`config.mk`:
```
export PLATFORM = sky130hd
export DESIGN_NAME = tc_pair
export DESIGN_NICKNAME = d
export VERILOG_FILES = /design/src/rtl/tc_pkg.sv /design/src/rtl/tc_sync.sv /design/src/rtl/tc_unit.sv /design/src/rtl/tc_pair.sv
export SDC_FILE = /design/constraint.sdc
export NUM_CORES = 1
export LEC_CHECK = 0
export ABC_AREA = 1
export BUFFER_PORTS_ARGS = -buffer_cell sky130_fd_sc_hd__buf_4
export CAP_MARGIN = 20
export CORE_UTILIZATION = 40
export DETAILED_ROUTE_END_ITERATION = 8
export PLACE_DENSITY = 0.67
export SLEW_MARGIN = 0
export SYNTH_ARGS = -nofsm -noshare
export SYNTH_HDL_FRONTEND = slang
export SYNTH_SLANG_ARGS = --single-unit
```
`constraint.sdc`:
```
create_clock -name clk -period 2.18 [get_ports clk]
set_input_delay 0.436 -clock clk [delete_from_list [all_inputs] [get_ports clk]]
set_output_delay 0.436 -clock clk [all_outputs]
set_load 0.005 [all_outputs]
```
`src/rtl/tc_pkg.sv`:
```
package tc_pkg;
   typedef enum logic [1:0] {
      TC_M13   = 2'd0,
      TC_M16   = 2'd1,
      TC_M8R   = 2'd2,
      TC_SPLIT = 2'd3
   } tc_mode_e;

   typedef struct packed {
      logic     gate;
      logic     cnt_sel;
      tc_mode_e mode;
   } tc_cfg_t;

   localparam logic [2:0] A_TL0  = 3'd0;
   localparam logic [2:0] A_TH0  = 3'd1;
   localparam logic [2:0] A_TL1  = 3'd2;
   localparam logic [2:0] A_TH1  = 3'd3;
   localparam logic [2:0] A_CFG  = 3'd4;
   localparam logic [2:0] A_CTRL = 3'd5;
endpackage

```
`src/rtl/tc_sync.sv`:
```
module tc_sync #(
   parameter int N      = 4,
   parameter int STAGES = 2
) (
   input  logic         clk,
   input  logic         rst_n,
   input  logic [N-1:0] pin_i,
   output logic [N-1:0] level_o,
   output logic [N-1:0] fall_o
);
   if (STAGES < 2) begin : g_bad_stages
      $error("tc_sync needs at least two synchronizer stages");
   end

   for (genvar g = 0; g < N; g++) begin : g_pin
      logic [STAGES:0] sh;
      always_ff @(posedge clk) begin
         if (!rst_n) sh <= '0;
         else        sh <= {sh[STAGES-1:0], pin_i[g]};
      end
      assign level_o[g] = sh[STAGES-1];
      assign fall_o[g]  = sh[STAGES] & ~sh[STAGES-1];

      assert_one_cycle_edge_R3: assert property (@(posedge clk) disable iff (!rst_n)
         fall_o[g] |=> !fall_o[g])
         else $error("edge strobe longer than one cycle");
   end
endmodule

```
`src/rtl/tc_unit.sv`:
```
module tc_unit
   import tc_pkg::*;
#(
   parameter int W         = 8,
   parameter int PRE_W     = 5,
   parameter bit HAS_SPLIT = 1'b1
) (
   input  logic         clk,
   input  logic         rst_n,
   input  tc_mode_e     mode_i,
   input  logic         inc_i,
   input  logic         hi_inc_i,
   input  logic         wr_lo_i,
   input  logic         wr_hi_i,
   input  logic [W-1:0] wdata_i,
   output logic [W-1:0] lo_o,
   output logic [W-1:0] hi_o,
   output logic         ovf_o,
   output logic         hi_ovf_o
);
   localparam logic [W-1:0]     ONE   = W'(1);
   localparam logic [2*W-1:0]   ONE2  = (2*W)'(1);
   localparam logic [PRE_W-1:0] ONE_P = PRE_W'(1);

   logic [W-1:0] lo_q, hi_q, lo_n, hi_n;
   logic [W-1:0] sp_lo, sp_hi;
   logic         sp_ovf, sp_hovf;

   if (HAS_SPLIT) begin : g_split
      always_comb begin
         sp_lo   = inc_i    ? lo_q + ONE : lo_q;
         sp_ovf  = inc_i    & (&lo_q);
         sp_hi   = hi_inc_i ? hi_q + ONE : hi_q;
         sp_hovf = hi_inc_i & (&hi_q);
      end
   end else begin : g_hold
      logic unused_hi_inc;
      assign unused_hi_inc = hi_inc_i;
      assign sp_lo   = lo_q;
      assign sp_hi   = hi_q;
      assign sp_ovf  = 1'b0;
      assign sp_hovf = 1'b0;
   end

   always_comb begin
      lo_n     = lo_q;
      hi_n     = hi_q;
      ovf_o    = 1'b0;
      hi_ovf_o = 1'b0;
      unique case (mode_i)
         TC_M13: if (inc_i) begin
            if (&lo_q[PRE_W-1:0]) begin
               lo_n  = '0;
               hi_n  = hi_q + ONE;
               ovf_o = &hi_q;
            end else begin
               lo_n = {lo_q[W-1:PRE_W], lo_q[PRE_W-1:0] + ONE_P};
            end
         end
         TC_M16: if (inc_i) begin
            {hi_n, lo_n} = {hi_q, lo_q} + ONE2;
            ovf_o        = &{hi_q, lo_q};
         end
         TC_M8R: if (inc_i) begin
            if (&lo_q) begin
               lo_n  = hi_q;
               ovf_o = 1'b1;
            end else begin
               lo_n = lo_q + ONE;
            end
         end
         default: begin
            lo_n     = sp_lo;
            hi_n     = sp_hi;
            ovf_o    = sp_ovf;
            hi_ovf_o = sp_hovf;
         end
      endcase
   end

   always_ff @(posedge clk) begin
      if (!rst_n) begin
         lo_q <= '0;
         hi_q <= '0;
      end else begin
         lo_q <= wr_lo_i ? wdata_i : lo_n;
         hi_q <= wr_hi_i ? wdata_i : hi_n;
      end
   end

   assign lo_o = lo_q;
   assign hi_o = hi_q;

   assert_reload_R6: assert property (@(posedge clk) disable iff (!rst_n)
      (mode_i == TC_M8R && ovf_o && !wr_lo_i) |=> (lo_q == $past(hi_q)))
      else $error("reload did not copy high byte");

   assert_idle_stable_R2: assert property (@(posedge clk) disable iff (!rst_n)
      (!inc_i && !hi_inc_i && !wr_lo_i && !wr_hi_i) |=> ($stable(lo_q) && $stable(hi_q)))
      else $error("count moved without a stimulus");
endmodule

```
`src/rtl/tc_pair.sv`:
```
module tc_pair
   import tc_pkg::*;
#(
   parameter int W      = 8,
   parameter int PRE_W  = 5,
   parameter int STAGES = 2
) (
   input  logic         clk,
   input  logic         rst_n,
   input  logic         tick_i,
   input  logic         wr_en_i,
   input  logic [2:0]   addr_i,
   input  logic [W-1:0] wdata_i,
   output logic [W-1:0] rdata_o,
   input  logic [1:0]   cnt_pin_i,
   input  logic [1:0]   gate_pin_i,
   output logic         ovf0_o,
   output logic         ovf1_o,
   output logic         baud_o
);
   localparam int NPIN = 4;

   if (W < 8) begin : g_bad_w
      $error("tc_pair needs a byte-wide register port");
   end
   if (PRE_W >= W) begin : g_bad_pre
      $error("prescaler must be narrower than a count byte");
   end

   tc_cfg_t     cfg_q [2];
   logic [1:0]  run_q, flag_q, run_eff, inc, set;
   logic [1:0]  wr_lo, wr_hi, u_ovf, u_hovf, hi_inc;
   logic [W-1:0] lo [2];
   logic [W-1:0] hi [2];
   logic [NPIN-1:0] pin_lvl, pin_fall;
   logic        ctrl_wr, cfg_wr, baud_q;

   tc_sync #(.N(NPIN), .STAGES(STAGES)) sync_i (
      .clk     (clk),
      .rst_n   (rst_n),
      .pin_i   ({gate_pin_i, cnt_pin_i}),
      .level_o (pin_lvl),
      .fall_o  (pin_fall)
   );

   assign ctrl_wr = wr_en_i && (addr_i == A_CTRL);
   assign cfg_wr  = wr_en_i && (addr_i == A_CFG);

   for (genvar g = 0; g < 2; g++) begin : g_tmr
      localparam logic [2:0] ALO = (g == 0) ? A_TL0 : A_TL1;
      localparam logic [2:0] AHI = (g == 0) ? A_TH0 : A_TH1;

      assign run_eff[g] = run_q[g] | (cfg_q[g].gate & pin_lvl[2+g]);
      assign inc[g]     = run_eff[g] & (cfg_q[g].cnt_sel ? pin_fall[g] : tick_i);
      assign wr_lo[g]   = wr_en_i && (addr_i == ALO);
      assign wr_hi[g]   = wr_en_i && (addr_i == AHI);

      tc_unit #(.W(W), .PRE_W(PRE_W), .HAS_SPLIT(g == 0)) unit_i (
         .clk      (clk),
         .rst_n    (rst_n),
         .mode_i   (cfg_q[g].mode),
         .inc_i    (inc[g]),
         .hi_inc_i (hi_inc[g]),
         .wr_lo_i  (wr_lo[g]),
         .wr_hi_i  (wr_hi[g]),
         .wdata_i  (wdata_i),
         .lo_o     (lo[g]),
         .hi_o     (hi[g]),
         .ovf_o    (u_ovf[g]),
         .hi_ovf_o (u_hovf[g])
      );
   end

   assign hi_inc[0] = run_eff[1] & tick_i;
   assign hi_inc[1] = 1'b0;
   assign set[0]    = u_ovf[0];
   assign set[1]    = u_ovf[1] | u_hovf[0] | u_hovf[1];

   always_ff @(posedge clk) begin
      if (!rst_n) begin
         cfg_q[0] <= '0;
         cfg_q[1] <= '0;
         run_q    <= '0;
         flag_q   <= '0;
         baud_q   <= 1'b0;
      end else begin
         if (cfg_wr) begin
            cfg_q[0] <= tc_cfg_t'(wdata_i[3:0]);
            cfg_q[1] <= tc_cfg_t'(wdata_i[7:4]);
         end
         if (ctrl_wr) begin
            run_q  <= wdata_i[1:0];
            flag_q <= wdata_i[3:2] | set;
         end else begin
            flag_q <= flag_q | set;
         end
         baud_q <= set[1];
      end
   end

   always_comb begin
      rdata_o = '0;
      unique case (addr_i)
         A_TL0:   rdata_o = lo[0];
         A_TH0:   rdata_o = hi[0];
         A_TL1:   rdata_o = lo[1];
         A_TH1:   rdata_o = hi[1];
         A_CFG:   rdata_o[7:0] = {cfg_q[1], cfg_q[0]};
         A_CTRL:  rdata_o[3:0] = {flag_q, run_q};
         default: rdata_o = '0;
      endcase
   end

   assign ovf0_o = flag_q[0];
   assign ovf1_o = flag_q[1];
   assign baud_o = baud_q;

   assert_baud_flags_R9: assert property (@(posedge clk) disable iff (!rst_n)
      baud_o |-> ovf1_o)
      else $error("baud pulse without timer 1 flag");

   assert_baud_single_R9: assert property (@(posedge clk) disable iff (!rst_n)
      (baud_o && !$past(set[1])) |-> 1'b0)
      else $error("baud pulse without a preceding overflow");

   assert_t1_hold_R8: assert property (@(posedge clk) disable iff (!rst_n)
      (cfg_q[1].mode == TC_SPLIT && !wr_lo[1] && !wr_hi[1]) |=> ($stable(lo[1]) && $stable(hi[1])))
      else $error("timer 1 moved in mode 3");

   assert_flag_sticky_R11: assert property (@(posedge clk) disable iff (!rst_n)
      (flag_q[0] && !ctrl_wr) |=> flag_q[0])
      else $error("flag 0 dropped without a control write");
endmodule

```
-- Word level (Yosys, flattened, before mapping)
Memories as Yosys holds them, arrays and structs flattened.
Index checks and enable logic that the tools add are counted.
- word-level logic and storage cells: 138
- memories: 1
- input port bits: 19
- flip-flop bits (word level): 47
- memory bits (writable): 8
- eq/ne operators: 21
- add/subtract/negate cells: 8
- reduce and logical (&&, ||, !) cells: 27
- mux-type cells: 50
- bitwise gates (word level): 18
- memory list (name ; depth ; bits a word ; rd ports ; clocked after memory_dff ; write ports ; RTL line ; text):
    cfg_q ; 2 ; 4 ; 2 ; 0 ; 2 ; tc_pair.sv:30 ; tc_cfg_t cfg_q [2];
- operator list (kind ; number):
    $mux W8 ; 22
    $pmux W8 S3 ; 3
    $ne A3 B1 Y1 const B ; 11
    $add A16 B1 Y16 const B ; 2
    $add A8 B1 Y8 const B ; 4
    $reduce_and A16 Y1 ; 2
    $reduce_and A8 Y1 ; 4
    $pmux W4 S6 ; 1
    $pmux W4 S5 ; 1
    $reduce_and A5 Y1 ; 4
    $mux W1 ; 17
    $pmux W8 S2 ; 1
    $add A5 B1 Y5 const B ; 2
    $and A1 B1 Y1 ; 9
    $mux W4 ; 2
    $reduce_and A4 Y1 ; 2
    $reduce_bool A4 Y1 ; 2
    $eq A3 B2 Y1 const B ; 2
    $eq A3 B3 Y1 const B ; 2
    $logic_and A1 B1 Y1 ; 6
    $pmux W1 S3 ; 2
    $or A1 B1 Y1 ; 5
    $eq A2 B1 Y1 const B ; 2
    $eq A2 B2 Y1 const B ; 2
    other kinds (11) ; 14

-- Longest topological paths before layout
Gate-level depths: netlist of run 1.
- depth after elaboration: 9
- mapped depth: 12

-- Hierarchy
A second synthesis of run 1 with hierarchy kept.
- cells, all modules: 683
- area, all modules: 4342.9 µm²
- modules (own cells, without submodules) (module ; area each (µm²) ; instances ; sequential area each (µm²) ; cells each):
    tc_unit (g_tmr[1].unit_i) ; 1482.7 ; 1 ; 320.3 ; 241
    tc_unit (g_tmr[0].unit_i) ; 1331.3 ; 1 ; 320.3 ; 213
    tc_pair ; 1127.3 ; 1 ; 340.3 ; 180
    tc_sync ; 401.6 ; 1 ; 240.2 ; 49

-- Worst setup path after synthesis of run 1
Ideal clock, no wire load.
- path type: input to register
- start: in addr_i[1]
- end: mem cfg_q[0][0] in the netlist's numbering, enable pin
- library setup time: 0.384 ns
- setup slack: 0.440 ns
- arrival: 1.356 ns
- stages: 3
- data required time: 1.796 ns
- cell sequence: nor2_1 -> nand2_1 -> o21ai_0
- RTL lines (item ; RTL line ; text):
    start: declaration ; tc_pair.sv:12 ; input logic [2:0] addr_i,
    end: declaration ; tc_pair.sv:30 ;

==> results of run 1 <==
[worst register-to-register path, cell delays in order, from the launching register on]
cell and delay, ns:
dfxtp_1 0.44, ha_1 0.21, nand2_1 0.08, nor2_2 0.17, ha_1 0.17, inv_1 0.09, a21oi_2 0.15, nand2_1 0.09
nand2_2 0.18, o21ai_1 0.08, a21oi_1 0.12, nor2_1 0.05
[state kept, by name, summed over array words and instances, names as in the netlist]
| register | count |
|---|---|
| flag_q | 2 |
| cfg_q | 8 |
| baud_o | 1 |
| sync_i.g_pin.sh | 10 |
| run_q | 2 |
| g_tmr.unit_i.hi_o | 16 |
| g_tmr.unit_i.lo_o | 16 |
[cells by family after synthesis]
| kind of cell | share of synthesized area (%) |
|---|---|
| buffers and inverters | 10.9 |
| adder cells (fa/ha/maj) | 3.18 |
| AO/OA/AOI/OAI | 15.2 |
| AND/OR/NAND/NOR | 39.4 |
| flip-flops | 30.0 |
| XOR/XNOR | 1.33 |
[worst min-delay path by stage]
stage	startpoint	to	slack (ns)	cells past startpoint
final	cnt_pin_i[1]	sync_i.g_pin[1].sh[0]	0.29	3
after global routing	gate_pin_i[1]	sync_i.g_pin[3].sh[0]	0.28	3
after CTS	gate_pin_i[1]	sync_i.g_pin[3].sh[0]	0.28	3
after detailed placement	sync_i.g_pin[1].sh[0]	sync_i.g_pin[1].sh[1]	0.40	2
after global placement	sync_i.g_pin[0].sh[0]	sync_i.g_pin[0].sh[1]	0.40	2
after floorplan	sync_i.g_pin[0].sh[0]	sync_i.g_pin[0].sh[1]	0.39	2
[repair_timing]
item,4_1_cts,5_1_grt
buffers inserted,0,1
setup endpoints to repair,1,14
resized for setup,1,6
pin swaps,0,0
[per-stage QoR]
stage / setup TNS, ns / utilization (%) / std cells
floorplan: 0 / - / 629
detailed placement: 0 / 46.2 / 785
global placement: 0 / 46.2 / 785
finish: 0 / 47.5 / 794
global route: -0.00362 / 47.5 / 794
CTS: 0 / 47.2 / 793
[final cells by class]
cell class / instances / area [sq um] / share of cell area (%)
multi-input combinational: 465 / 2350 / 52.7
sequential: 55 / 1180 / 26.5
inverter: 101 / 393 / 8.83
timing repair buffer: 36 / 270 / 6.07
tap: 129 / 161 / 3.63
clock buffer: 5 / 68.8 / 1.55
clock inverter: 3 / 28.8 / 0.647
[per-layer routing]
layer,vias to the layer above,share of wire (%)
met5,-,0
met3,30,6.5
met4,0,3.6
met2,161,44
li1,2108,-
met1,1929,46
[layout by cell type, fill, tap and decap left out, types with 4 or more instances in the layout]
master,n
o21ai_1,8
nor2_4,5
o211ai_1,7
nand3_1,62
nor2_2,4
dfxtp_1,47
nand4_1,6
inv_2,11
inv_1,89
nand2_1,193
nor3_1,8
clkbuf_8,5
nand2_2,13
edfxtp_1,8
nor2_1,45
buf_4,36
ha_1,10
o21ai_0,27
a21oi_1,38
xor2_1,6
[power groups by stage]
stage | sequential, mW | combinational (mW) | clock (mW)
6_report | 1.11 | 0.369 | 0.636
5_1_grt | 1.12 | 0.410 | 0.702
4_1_cts | 1.11 | 0.360 | 0.657
3_5_place_dp | 1.13 | 0.359 | 0
3_3_place_gp | 1.13 | 0.356 | 0
2_1_floorplan | 1.12 | 0.226 | 0
==> impl_metrics.env, run 1 <==
export IMPL_status="finished clean"
export IMPL_worstPathCellList="inv_2 -> nor2_1 -> a221oi_1 -> nand3_1 -> buf_4"
export IMPL_synth_cells=629
export IMPL_nFillCells=1034
export IMPL_final_area_sq_mm=0.00445
export IMPL_drcViolationCount=0
export IMPL_port_buffers=29
export IMPL_htreeDepth=2
export IMPL_critPathMaxFanout=6
export IMPL_clockBufferDepth=2
export IMPL_yosysWarnings=0
export IMPL_fin_crit_ns=2.09
export IMPL_dp_hpwl_mm=9.65
export IMPL_setup_viol=0
export IMPL_clockRootBuffer="clkbuf_8"
export IMPL_slowest_delay_ns=0.46
export IMPL_critPathLaunch="cfg_q[0][1]"
export IMPL_cp_slowest_cell="edfxtp_1"
export IMPL_drtPass1Iterations=5
export IMPL_viasPerCell=5.32
export IMPL_clk_pin_slew_ns=0.11
export IMPL_synth_area_leaders="dfxtp_1, nand2_1, inv_1, nand3_1, edfxtp_1"
export IMPL_numCtsBuffers=5
export IMPL_hold_slack_ns=0.289
export IMPL_ys_async_sr_fraction_pct=0
export IMPL_via_count=4228
export IMPL_total_power_mw=2.12
export IMPL_ys_top_cells_by_count="nand2_1, inv_1, nand3_1, dfxtp_1, nor2_1"
export IMPL_drive_gt1_share_pct=13.5
export IMPL_cp_start_kind="register"
export IMPL_clk_latency_ns=0.32
export IMPL_die_h_um=101
export IMPL_cts_sinks=55
export IMPL_synth_edf_count=8
export IMPL_synth_area_sq_mm=0.00394
export IMPL_grt_ovfl_total=0
export IMPL_antenna_cells=0
export IMPL_fin_skew_ns=0.00746
export IMPL_synth_top_cell_area_share_pct=23.9
export IMPL_synth_nets=658
export IMPL_drt_total_wl_mm=12.4
export IMPL_core_sq_mm=0.00937
export IMPL_r2r_start="g_tmr[1].unit_i.lo_o[1]"
export IMPL_grt_max_degree=27
export IMPL_cp_required_ns=1.74
export IMPL_dp_worst_setup_slack_ns=0.0873
export IMPL_yosysTopAreaCell="dfxtp_1"
export IMPL_r2r_slack_ns=0.24
export IMPL_antenna_found_initial=0
export IMPL_relSlewSlack_pct=72.7
export IMPL_io_pins=30
export IMPL_powerDensity_mw_per_mm2=476
export IMPL_crit_type="register to output pin"
export IMPL_combPwrFrac_pct=17.4
export IMPL_synthMostInstantiatedCell="nand2_1"
export IMPL_cts_tree="yes"
export IMPL_hold_viol_final=0
export IMPL_grt_util_all_layers_pct=26.0
export IMPL_place_congestion=1.00
export IMPL_ant_nets=0
export IMPL_drv_cap=0
export IMPL_sw_frac_of_total_pct=32.3
export IMPL_avgSynthCellArea_sq_um=6.26
export IMPL_top_usage_layer="met2"
export IMPL_cp_end_kind="output pin"
export IMPL_ir_drop_mv=0.306
export IMPL_fp_row_count=35
export IMPL_p_leak_nw=2.00
export IMPL_worstReg2RegEnd="g_tmr[1].unit_i.hi_o[1]"
export IMPL_synth_main_ff_cell="dfxtp_1"
export IMPL_intPower_mw=1.43
export IMPL_wire_per_inst_um=15.7
export IMPL_final_max_slew_violation_count=0
export IMPL_grt_pass1_wl_mm=20.2
export IMPL_die_area_sq_mm=0.0103
export IMPL_switching_power_mw=0.684
export IMPL_endpoint="rdata_o[1]"
export IMPL_pwr_share_clk_pct=30.0
export IMPL_drtIter0Drc=252
export IMPL_cp_data_arrival_time_ns=1.65
export IMPL_grt_util_met2_pct=41.8
export IMPL_hold_path_class="input port to register"
export IMPL_max_freq_mhz=480
export IMPL_seqPwrFrac_pct=52.5
export IMPL_dieWidth_um=101
export IMPL_syn_to_final_growth_pct=13.0
export IMPL_grt_pass1_vias=3925
export IMPL_worst_slew_pin_slew_ns=0.407
export IMPL_worst_path_buf_inv=2
export IMPL_fin_nets=693
export IMPL_grt_util_met1_pct=34.9
export IMPL_ys_ff_latch=55
export IMPL_reg2regPathDepth=11
export IMPL_postCtsHoldBufs=0
export IMPL_yosysSeqAreaShare_pct=30.0
export IMPL_synthDistinctLibCells=38
export IMPL_fin_ws_ns=0.0950
export IMPL_min_period_over_period_pct=95.6
export IMPL_initial_core_util_pct=42.0
export IMPL_cp_num_cells=5
export IMPL_dpl_cell_area_sq_mm=0.00433
export IMPL_grt_met3_usage_pct=4.49
export IMPL_worst_path_dominant_cell_family="flip-flops"
No activity file was read; power rests on OpenSTA's default activity.
==> run 2, diff against run 1 <==
--- a/config.mk
+++ b/config.mk
@@ -9,6 +9,7 @@
 export BUFFER_PORTS_ARGS = -buffer_cell sky130_fd_sc_hd__buf_4
 export CAP_MARGIN = 20
 export CORE_UTILIZATION = 40
+export CTS_BUF_LIST = sky130_fd_sc_hd__clkbuf_16
 export DETAILED_ROUTE_END_ITERATION = 8
 export PLACE_DENSITY = 0.67
 export SLEW_MARGIN = 0
==> constraint.sdc (replaced) <==
create_clock -name clk -period 2.18 [get_ports clk]
set_input_delay 0.109 -clock clk [delete_from_list [all_inputs] [get_ports clk]]
set_output_delay 0.109 -clock clk [all_outputs]
set_load 0.005 [all_outputs]
==> run 2 against run 1 <==
Against the previous run: cell count increased by 0.25%; flip-flop and latch count is the same; clock-buffer cell count unchanged; fmax increased by 5.5%; highest routed layer unchanged; register-to-register slack worse by 0.04 ns; setup slack improved by 0.11 ns; global-route usage rose by 0.70 points; wire length grew 4.1%; design area up 1.5%; die area unchanged; first-iteration DRC count grew 38%; critical endpoint is now g_tmr[1].unit_i.hi_o[5].
==> impl_metrics.env, run 2 (synthesized netlist as in run 1, its figures left out) <==
export IMPL_antenna_cells=0
export IMPL_htreeDepth=2
export IMPL_fp_row_count=35
export IMPL_top_layer_used="met4"
export IMPL_dp_hpwl_mm=9.96
export IMPL_wl_met3_mm=1.13
export IMPL_worst_slew_pin_slew_ns=0.456
export IMPL_clockBufferDepth=2
export IMPL_min_period_over_period_pct=90.6
export IMPL_powerDensity_mw_per_mm2=522
export IMPL_cp_start_kind="register"
export IMPL_drv_cap=0
export IMPL_core_sq_mm=0.00937
export IMPL_cts_sinks=55
export IMPL_fin_crit_ns=1.98
export IMPL_fin_setup_tns_ns=0
export IMPL_viasPerCell=5.41
export IMPL_initial_core_util_pct=42.0
export IMPL_setup_viol=0
export IMPL_final_common_cell="nand2_1"
export IMPL_relSlewSlack_pct=69.5
export IMPL_final_max_slew_violation_count=0
export IMPL_m1WireLength_mm=5.68
export IMPL_min_path_cells=3
export IMPL_die_area_sq_mm=0.0103
export IMPL_dieWidth_um=101
export IMPL_cts_tree="yes"
export IMPL_grt_max_degree=27
export IMPL_io_pins=30
export IMPL_seq_area_sq_mm=0.00118
export IMPL_cp_data_arrival_time_ns=2.20
export IMPL_hp_start="wdata_i[0]"
export IMPL_wl_met2_mm=5.77
export IMPL_mostFrequentLayoutCells="nand2_1, inv_1, nand3_1"
export IMPL_status="finished clean"
export IMPL_crit_type="register to register"
export IMPL_clockRootBuffer="clkbuf_16"
export IMPL_drtIter0Drc=347
export IMPL_drt_total_wl_mm=13.0
export IMPL_wire_per_inst_um=16.3
export IMPL_clk_latency_ns=0.30
export IMPL_numCtsBuffers=5
export IMPL_grt_util_all_layers_pct=26.7
export IMPL_die_h_um=101
export IMPL_slowest_delay_ns=0.41
export IMPL_antenna_found_initial=0
export IMPL_ant_nets=0
export IMPL_grt_ovfl_total=0
export IMPL_nFillCells=1034
export IMPL_rsz0062_at_grt="no"
export IMPL_place_congestion=0.939
export IMPL_critPathMaxFanout=7
export IMPL_fin_nets=695
export IMPL_worst_path_dominant_cell_family="simple AND/OR/NAND/NOR gates"
export IMPL_cp_slowest_cell="dfxtp_1"
export IMPL_drcViolationCount=0
export IMPL_multi_input_area_sq_mm=0.00233
export IMPL_hold_slack_ns=0.143
export IMPL_fin_skew_ns=0.0102
export IMPL_max_freq_mhz=506
export IMPL_port_buffers=29
export IMPL_hold_path_class="input port to register"
export IMPL_drtPass1Iterations=5
export IMPL_clk_pin_slew_ns=0.08
export IMPL_syn_to_final_growth_pct=14.7
export IMPL_reg2regPathDepth=10
export IMPL_cp_num_cells=10
export IMPL_grt_pass1_vias=4090
export IMPL_hold_viol_final=0
export IMPL_worst_path_buf_inv=2
export IMPL_cp_required_ns=2.41
export IMPL_drive_gt1_share_pct=12.3
export IMPL_cp_end_kind="register"
export IMPL_grt_pass1_wl_mm=21.0
export IMPL_p_leak_nw=2.03
export IMPL_ir_drop_mv=0.407
export IMPL_via_count=4309
export IMPL_critPathLaunch="g_tmr[1].unit_i.lo_o[0]"
export IMPL_worstPathCellList="ha_1 -> nand2_1 -> nor2_2 -> ha_1 -> inv_1 -> a21oi_1 -> nand3_1 -> inv_2 -> nand3_1 -> a21oi_1"
export IMPL_r2r_start="g_tmr[1].unit_i.lo_o[0]"
## run 2: path summary, 6_finish.rpt
check                                          endpoint  slack (ns)
worst min register to register    sync_i.g_pin[1].sh[1]        0.42
worst max register to register  g_tmr[1].unit_i.hi_o[5]        0.20
worst max-delay path            g_tmr[1].unit_i.hi_o[5]        0.20
worst min-delay path                           run_q[0]        0.14
## run 2: timing repair
item | CTS | global route
hold endpoints to repair | 4 | 0
hold buffers | 4 | 0
buffers inserted | 0 | 0
gates resized for setup | 0 | 0
## run 2: routing by layer
metal / vias to the layer above / global-route usage (%)
met2: 206 / 43.2
met3: 30 / 4.42
li1: 2118 / -
met4: 0 / 9.36
met5: - / 0
met1: 1955 / 35.8
## run 2: area by class of cell
class | instances | share of cell area (%)
Timing Repair Buffer | 38 | 6.53
Clock inverter | 3 | 0.748
Sequential cell | 55 | 26.1
Clock buffer | 5 | 2.77
Tap cell | 129 | 3.57
Inverter | 101 | 8.69
Multi-Input combinational cell | 465 | 51.6
## run 2: worst register-to-register path: stages (launching register included)
cell,delay (ns)
dfxtp_1,0.41
ha_1,0.23
nand2_1,0.08
nor2_2,0.18
ha_1,0.17
inv_1,0.08
a21oi_1,0.20
nand3_1,0.15
inv_2,0.17
nand3_1,0.10
a21oi_1,0.14
## run 2: metrics by stage
stage	instances	area, sq um	utilization, %	worst slack (ns)	total power, mW
final	796	4520	48.2	0.205	2.36
after global routing	796	4520	48.2	0.00993	2.47
after CTS	796	4520	48.2	0.253	2.37
after detailed placement	784	4320	46.1	0.277	1.49
after global placement	784	4320	46.1	0.357	1.49
after floorplan	629	3940	-	0.526	1.34
## run 2: where the power goes
group | switching, mW | internal, mW | total [mW]
clock network | 0.430 | 0.444 | 0.874
logic | 0.249 | 0.127 | 0.376
registers | 0.0433 | 1.07 | 1.11
total | 0.722 | 1.64 | 2.36
==> run 3, diff against run 2 <==
==> constraint.sdc (replaced) <==
create_clock -name clk -period 2.5 [get_ports clk]
set_input_delay 0.125 -clock clk [delete_from_list [all_inputs] [get_ports clk]]
set_output_delay 0.125 -clock clk [all_outputs]
set_load 0.005 [all_outputs]
==> run 3 against run 2 <==
Against the previous run: clock skew down 0.00054 ns; largest cell class unchanged; utilization down 0.75 points; hold slack worse by 0.14 ns; total power down 13%; combinational power down 16%; critical endpoint is now rdata_o[1]; highest routed layer unchanged; sequential share of layout area up 0.41 points.
==> impl_metrics.env, run 3 (synthesized netlist as in run 1, its figures left out) <==
export IMPL_wire_per_inst_um=16.1
export IMPL_hold_viol_final=0
export IMPL_worstPathCellList="inv_1 -> nor2_1 -> a221oi_1 -> nand3_1 -> buf_4"
export IMPL_clk_latency_ns=0.30
export IMPL_drt_total_wl_mm=12.7
export IMPL_cts_tree="yes"
export IMPL_powerDensity_mw_per_mm2=461
export IMPL_top_usage_layer="met2"
export IMPL_clockBufferDepth=2
export IMPL_reg2regPathDepth=11
export IMPL_drv_cap=0
export IMPL_drcViolationCount=0
export IMPL_drtPass1Iterations=5
export IMPL_dieWidth_um=101
export IMPL_min_period_over_period_pct=79.0
export IMPL_relSlewSlack_pct=33.1
export IMPL_setup_viol=0
export IMPL_htreeDepth=2
export IMPL_numCtsBuffers=5
export IMPL_multi_input_area_sq_mm=0.00233
export IMPL_ir_drop_mv=0.359
export IMPL_drive_gt1_share_pct=11.8
export IMPL_fp_row_count=35
export IMPL_pwr_share_clk_pct=37.3
export IMPL_seqPwrFrac_pct=47.3
export IMPL_fin_skew_ns=0.00970
export IMPL_viasPerCell=5.48
export IMPL_fin_crit_ns=1.98
export IMPL_slowest_delay_ns=0.46
export IMPL_rsz0062_at_grt="no"
export IMPL_worst_slew_pin_slew_ns=1.00
export IMPL_switching_power_mw=0.628
export IMPL_min_path_cells=3
export IMPL_cts_sinks=55
export IMPL_clockRootBuffer="clkbuf_16"
export IMPL_grt_util_met1_pct=35.7
export IMPL_r2r_start="g_tmr[1].unit_i.lo_o[0]"
export IMPL_syn_to_final_growth_pct=12.9
export IMPL_drtIter0Drc=421
export IMPL_intPower_mw=1.42
export IMPL_crit_type="register to output pin"
export IMPL_cp_start_kind="register"
export IMPL_mostFrequentLayoutCells="nand2_1, inv_1, nand3_1"
export IMPL_antenna_cells=0
export IMPL_die_area_sq_mm=0.0103
export IMPL_seq_area_sq_mm=0.00118
export IMPL_dp_hpwl_mm=9.63
export IMPL_sw_frac_of_total_pct=30.6
export IMPL_total_power_mw=2.05
export IMPL_cts_resized=0
export IMPL_via_count=4317
export IMPL_grt_util_all_layers_pct=26.4
export IMPL_nFillCells=998
export IMPL_core_sq_mm=0.00937
export IMPL_port_buffers=29
export IMPL_clk_pin_slew_ns=0.08
export IMPL_combPwrFrac_pct=15.3
export IMPL_hold_path_class="input port to register"
export IMPL_antenna_found_initial=0
export IMPL_die_h_um=101
export IMPL_critPathMaxFanout=6
export IMPL_fin_nets=687
export IMPL_final_max_slew_violation_count=0
export IMPL_max_freq_mhz=506
export IMPL_place_congestion=0.929
export IMPL_cts_setup_buffers=0
export IMPL_final_common_cell="nand2_1"
export IMPL_io_pins=30
export IMPL_fin_setup_tns_ns=0
export IMPL_grt_max_degree=27
export IMPL_cp_required_ns=2.38
export IMPL_grt_met3_usage_pct=4.07
export IMPL_r2r_slack_ns=0.55
export IMPL_grt_util_met2_pct=42.3
export IMPL_initial_core_util_pct=42.0
export IMPL_grt_pass1_vias=4122
export IMPL_cp_slowest_cell="edfxtp_1"
export IMPL_grt_pass1_wl_mm=20.8
export IMPL_holdPathEnd="sync_i.g_pin[3].sh[0]"
export IMPL_cp_data_arrival_time_ns=1.85
export IMPL_p_leak_nw=2.00
export IMPL_postCtsHoldBufs=0
export IMPL_worstReg2RegEnd="g_tmr[1].unit_i.hi_o[1]"
export IMPL_grt_ovfl_total=0
export IMPL_status="finished clean"
export IMPL_cp_end_kind="output pin"
export IMPL_ant_nets=0
export IMPL_hp_start="gate_pin_i[1]"
==> run 3: cell types whose count changed in the layout (fill, tap and decap cells not counted), sizes merged <==
| cell | delta |
|---|---|
| buf | -4 |
| dlygate4sd3 | -4 |
| clkinv | -1 |
| inv | +1 |
==> run 3: routing by layer <==
layer  part of all wire [%]  vias to the layer above
met2                     45                      201
met5                      0                        -
met3                    8.6                       26
met4                    3.3                        0
li1                       -                     2096
met1                     43                     1994
==> run 3: area by class of cell <==
| cell class | count | area share, % |
|---|---|---|
| clock buffer | 5 | 2.81 |
| sequential | 55 | 26.5 |
| clock inverter | 3 | 0.759 |
| timing repair buffer | 30 | 5.06 |
| tap | 129 | 3.63 |
| inverter | 101 | 8.83 |
| multi-input combinational | 465 | 52.4 |
==> run 3: worst max path at each step <==
stage | start | to | slack (ns) | depth (start not counted)
final | cfg_q[0][1] | rdata_o[1] | 0.52 | 5
after global routing | g_tmr[1].unit_i.lo_o[0] | g_tmr[1].unit_i.hi_o[6] | 0.32 | 10
after CTS | g_tmr[0].unit_i.lo_o[0] | g_tmr[0].unit_i.hi_o[7] | 0.58 | 10
after detailed placement | g_tmr[1].unit_i.lo_o[1] | g_tmr[1].unit_i.hi_o[6] | 0.61 | 11
after global placement | g_tmr[0].unit_i.lo_o[0] | g_tmr[0].unit_i.hi_o[5] | 0.68 | 11
after floorplan | g_tmr[0].unit_i.lo_o[0] | g_tmr[0].unit_i.hi_o[5] | 0.85 | 11
==> run 3: worst max-delay path: cells and delay by family (launching register included) <==
kind | cells | cell delay [ns]
AOI/OAI and AO/OA | 1 | 0.39
and+or+nand+nor | 2 | 0.28
buffers and inverters | 2 | 0.43
DFF | 1 | 0.46
==> run 3: power by group through the flow <==
stage | Clock, mW | Sequential [mW] | Combinational [mW]
after floorplan | 0 | 0.975 | 0.197
after global placement | 0 | 0.990 | 0.304
after detailed placement | 0 | 0.990 | 0.307
after CTS | 0.783 | 0.970 | 0.308
after global routing | 0.822 | 0.975 | 0.348
final | 0.766 | 0.971 | 0.314
==> run 3: through the flow <==
stage / hold WS, ns / util [%] / setup WS, ns / cell area, sq um / instances
2_1_floorplan: 0.223 / - / 0.846 / 3940 / 629
5_1_grt: 0.00605 / 47.5 / 0.322 / 4450 / 788
3_5_place_dp: 0.313 / 45.8 / 0.609 / 4290 / 780
4_1_cts: 0.00139 / 47.5 / 0.579 / 4450 / 788
6_report: 0.00623 / 47.5 / 0.524 / 4450 / 788
3_3_place_gp: 0.307 / 45.8 / 0.678 / 4290 / 780
